File: src/rtl/smartcard_seq.sv
module smartcard_seq #(
  parameter int OSC_DIV    = 4,
  parameter int UNIT_OSC   = 64,
  parameter int HOLD_UNITS = 9
) (
  input  logic       clk,
  input  logic       rst_n,
  input  logic       cmd_n,
  input  logic       host_rst,
  input  logic       card_present,
  input  logic       fault,
  input  logic       supply_alarm,
  input  logic       sel_18,
  input  logic       sel_5v3n,
  output logic       vreg_en,
  output logic [1:0] vsel,
  output logic       io_en,
  output logic       clk_en,
  output logic       card_rst,
  output logic       stop_mode
);

  localparam int HALF   = OSC_DIV * UNIT_OSC / 2;
  localparam int CW     = (HALF > 1) ? $clog2(HALF) : 1;
  localparam int H_HOLD = 2 * HOLD_UNITS;
  localparam int HMAX   = (H_HOLD > 14) ? H_HOLD : 14;
  localparam int HW     = $clog2(HMAX + 1);
  localparam int H_IO   = 8;
  localparam int H_RST  = 14;

  typedef enum logic [2:0] {S_HOLD, S_IDLE, S_STOP, S_ACT, S_ON, S_DN} st_t;

  st_t           st, nxt;
  logic [CW-1:0] cyc;
  logic [HW-1:0] h;
  logic          cmd_q, early, clk_run, io_had, restart;

  wire wrap     = (cyc == CW'(HALF - 1));
  wire timed    = (st == S_HOLD) || (st == S_ACT) || (st == S_DN);
  wire trig     = cmd_n | fault | ~card_present | supply_alarm;
  wire start    = cmd_q & ~cmd_n & card_present & ~fault & ~supply_alarm;
  wire stop_req = cmd_n & sel_18 & sel_5v3n;
  wire io_win   = (st == S_ACT) && (h >= HW'(H_IO));

  always_comb begin
    nxt     = st;
    restart = 1'b0;
    case (st)
      S_HOLD: if (supply_alarm) restart = 1'b1;
              else if (wrap && h == HW'(H_HOLD - 1)) nxt = S_IDLE;
      S_IDLE: if (supply_alarm) nxt = S_HOLD;
              else if (stop_req) nxt = S_STOP;
              else if (start) nxt = S_ACT;
      S_STOP: if (!stop_req) nxt = S_HOLD;
      S_ACT:  if (trig) nxt = S_DN;
              else if (wrap && h == HW'(H_RST - 1)) nxt = S_ON;
      S_ON:   if (trig) nxt = S_DN;
      S_DN:   if (wrap && h == HW'(2)) nxt = S_IDLE;
      default: nxt = S_HOLD;
    endcase
  end

  always_ff @(posedge clk or negedge rst_n) begin
    if (!rst_n) begin
      st      <= S_HOLD;
      cyc     <= '0;
      h       <= '0;
      cmd_q   <= 1'b1;
      early   <= 1'b0;
      clk_run <= 1'b0;
      io_had  <= 1'b0;
      vsel    <= 2'b00;
    end else begin
      st    <= nxt;
      cmd_q <= cmd_n;
      if (nxt != st || restart) begin
        cyc <= '0;
        h   <= '0;
      end else if (timed) begin
        if (wrap) begin
          cyc <= '0;
          h   <= h + 1'b1;
        end else begin
          cyc <= cyc + 1'b1;
        end
      end
      if (st == S_IDLE && nxt == S_ACT) begin
        vsel    <= sel_18 ? 2'b10 : (sel_5v3n ? 2'b01 : 2'b00);
        early   <= ~host_rst;
        clk_run <= 1'b0;
      end
      if (io_win && !host_rst) clk_run <= 1'b1;
      if (nxt == S_DN && st != S_DN) begin
        clk_run <= clk_en;
        io_had  <= io_en;
      end
      if (nxt == S_IDLE) clk_run <= 1'b0;
    end
  end

  assign vreg_en   = (st == S_ACT) || (st == S_ON) || (st == S_DN);
  assign io_en     = io_win || (st == S_ON) || (st == S_DN && io_had && h < HW'(2));
  assign clk_en    = (io_win && early) || ((st == S_ACT || st == S_ON) && clk_run)
                   || (st == S_DN && clk_run && h < HW'(1));
  assign card_rst  = (st == S_ON) && host_rst;
  assign stop_mode = (st == S_STOP);

endmodule


File: config.mk
export PLATFORM = sky130hd
export DESIGN_NAME = smartcard_seq
export DESIGN_NICKNAME = d
export VERILOG_FILES = /design/src/rtl/smartcard_seq.sv
export SDC_FILE = /design/constraint.sdc
export NUM_CORES = 1
export LEC_CHECK = 0
export CAP_MARGIN = 5
export CORE_ASPECT_RATIO = 0.75
export CORE_MARGIN = 10
export CORE_UTILIZATION = 40
export DETAILED_ROUTE_END_ITERATION = 10
export DONT_BUFFER_PORTS = 1
export PLACE_DENSITY = 0.6
export SLEW_MARGIN = 20
export SYNTH_ARGS = -nofsm -noshare
export SYNTH_HDL_FRONTEND = slang
export SYNTH_SLANG_ARGS = --single-unit
File: constraint.sdc
create_clock -name clk -period 2.9 [get_ports clk]
set_input_delay 0 -clock clk [delete_from_list [all_inputs] [get_ports clk]]
set_output_delay 0 -clock clk [all_outputs]
set_load 0.02 [all_outputs]
==> flow_summary.json <==
{
  "fin_crit_sh_pct": 82.5,
  "seq_area_frac_synth_pct": 35.0,
  "synth_edf_count": 0,
  "antenna_found_initial": 0,
  "port_buffers": 0,
  "wirelength_um": 3290,
  "drv_cap": 0,
  "clock_sinks": 21,
  "cts_tree": "built",
  "area_growth_pct": 7.97,
  "io-pin-count": 16,
  "die_area_um2": 6650,
  "worstSetupEndpointType": "flop",
  "drt_pass1_iterations": 4,
  "via_per_inst": 5.60,
  "dpl.hpwl_um": 2390,
  "power.density_nw_per_um2": 764,
  "fin_nets": 163,
  "syn_inst": 144,
  "dp_cells": 192,
  "final_util_pct": 44.7,
  "finalNonFillerCells": 202,
  "synth_cell_types": 55,
  "global_route.usage.total_pct": 10.2,
  "hold_viol": 0,
  "design.core.area_um2": 3640,
  "p_switching_uw": 580,
  "overflow": 0,
  "critPathKind": "flop to flop",
  "fin_area_um2": 1630,
  "p_seq_share_pct": 37.5,
  "grt_start_max_net_pins": 22,
  "hold_start": "host_rst",
  "hold_path_class": "primary input to flop",
  "async_flop_share_pct": 100,
  "routedWlPerCell_um": 16.3,
  "mostFrequentLayoutCells": "dfrtp_1 (20), nor3_2 (11), nor2_1 (8)",
  "root_buffer": "clkbuf_8",
  "rows": 19,
  "place_congestion": 0.816,
  "p_leak_nw": 0.687,
  "grt_pass1_wl_um": 5800,
  "synth_flop_cell": "dfrtp_1",
  "drt_iter0_markers": 98,
  "final_common_cell": "dfrtp_1",
  "path_clk_slew_ns": 0.08,
  "power_mw": 1.24,
  "dr_total_vias": 1131,
  "cp_data_required_time_ns": 3.02,
  "start_util_pct": 41.4,
  "cpPeakStageDelay_ns": 0.68,
  "worst_pin_slew_ns": 0.778,
  "finalSetupViolCount": 0,
  "diodes": 0,
  "clkLatencyLatePin_ns": 0.25,
  "die_x_um": 90.9,
  "cp_max_fo": 13,
  "r2r_start": "st[0]$_DFF_PN0_",
  "setup-tns-final_ns": 0,
  "avgSynthCellArea_um2": 10.5,
  "crit_arrival_ns": 2.51,
  "setup_ws_ns": 0.506,
  "fin_skew_ns": 0.00410,
  "maxSlewHeadroom_pct": 48.1,
  "p_int_uw": 663,
  "yosys_warnings": 0,
  "postPlaceCellArea_um2": 1530,
  "dpl_worst_slack_ns": 0.518,
  "fill_cells": 358,
  "cts_buffers": 3,
  "clock.fmax_mhz": 418,
  "cts_buffer_depth": 2,
  "crit_slowest_cell": "dfrtp_1",
  "syn-num-nets": 156,
  "worst_ir_drop_vdd_mv": 0.452,
  "grt_pass1_vias": 1164,
  "critPathLaunch": "st[0]$_DFF_PN0_",
  "htree_levels": 1,
  "synth.cell_area_um2": 1510,
  "rsz0062_at_grt": "no",
  "post-route-min-period_ns": 2.39,
  "power.share.clock_pct": 15.3,
  "cts_resized": 0,
  "crit_chain": "inv_1 > nor4b_1 > nor3_2 > mux2i_4 > nor3_1",
  "ys_ff_latch": 21,
  "drive_gt1_share_pct": 20.7,
  "ant_nets": 0,
  "drc": 0,
  "switching_share_pct": 46.7,
  "slew_violations": 0,
  "startpoint_type": "flop",
  "p_comb_share_pct": 47.2,
  "die-height_um": 73.1,
  "status": "finished, final reports clean",
  "fin_hold_ws_ns": 0.0812
}
[cell type report]
class | count | area, um^2 | share of cell area, %
Sequential cell | 21 | 527 | 32.4
Clock buffer | 4 | 45.0 | 2.77
Multi-Input combinational cell | 111 | 897 | 55.2
Tap cell | 52 | 65.1 | 4.00
Timing Repair Buffer | 8 | 70.1 | 4.31
Inverter | 6 | 22.5 | 1.38
[power by group through the flow]
stage	sequential, mW	clock (mW)	combinational [mW]
2_1_floorplan	0.409	0	0.580
3_3_place_gp	0.469	0	0.559
3_5_place_dp	0.473	0	0.573
4_1_cts	0.466	0.199	0.587
5_1_grt	0.478	0.212	0.645
6_report	0.467	0.190	0.586
[cells by family (layout without fill, tap and decap cells)]
family,count (synthesis),in the layout,synth area share [%]
simple gates,65,65,32.6
buf+inv,12,18,5.48
fa+ha+maj,3,3,2.49
mux,6,6,4.98
xor+xnor,8,8,4.65
compound gates,29,29,14.8
flops,21,21,35.0
[sequential cells by signal, indices dropped and copies added, names as in the netlist]
name / cells
vsel: 2
h: 5
clk_run: 1
cyc: 7
early: 1
st: 3
cmd_q: 1
io_had: 1
[worst max-delay path, delay by kind of cell (launching register included)]
family | cells | cell delay (ns)
simple gates | 3 | 0.77
flops | 1 | 0.68
mux | 1 | 0.54
buf+inv | 1 | 0.27
[what timing repair did]
action	4_1_cts	5_1_grt
setup buffers	0	0
endpoints found under the setup margin	0	0
hold buffers	5	1
hold endpoints to repair	25	20
[synthesized netlist by cell type, types with 2 or more instances]
master     n  area [um^2]
and3_1     5         31.3
nor2_1     8         30.0
nand2b_1   2         12.5
o21ai_0    5         25.0
o21ai_1    3         15.0
mux2i_1    3         30.0
nand3_1    4         20.0
ha_1       3         37.5
o22ai_1    3         18.8
xor2_1     7         61.3
dfrtp_1   20          500
nand4b_1   2         17.5
nor3_1     3         15.0
and2b_1    2         15.0
and2_1     2         12.5
nand2_1    6         22.5
a22oi_1    2         15.0
nor3_2    11          110
inv_1      6         22.5
nor4_1     2         12.5
or3_1      2         12.5
a21oi_1    6         30.0
nand3b_1   2         15.0
buf_6      4         45.0
[final timing paths]
check                                      end  depth (start not counted)  slack (ns)
setup / recovery              h[0]$_DFFE_PN0P_                          5        0.51
hold / removal             clk_run$_DFFE_PN0P_                          4        0.08
setup reg to reg              h[0]$_DFFE_PN0P_                          5        0.51
hold reg to reg             io_had$_DFFE_PN0P_                          1        0.52
max in group asynchronous      cmd_q$_DFF_PN1_                          2        2.29
min in group asynchronous    early$_DFFE_PN0P_                          2        0.25
[metal layers]
metal  global-route usage [%]  vias up  share of wire [%]
met5                        0        -                  0
met4                     2.08        0               0.46
met3                     2.77        2                5.6
met2                     15.7       25                 45
met1                     14.0      553                 48
li1                         -      551                  -
Note: power is estimated with default switching activity, not from simulation.
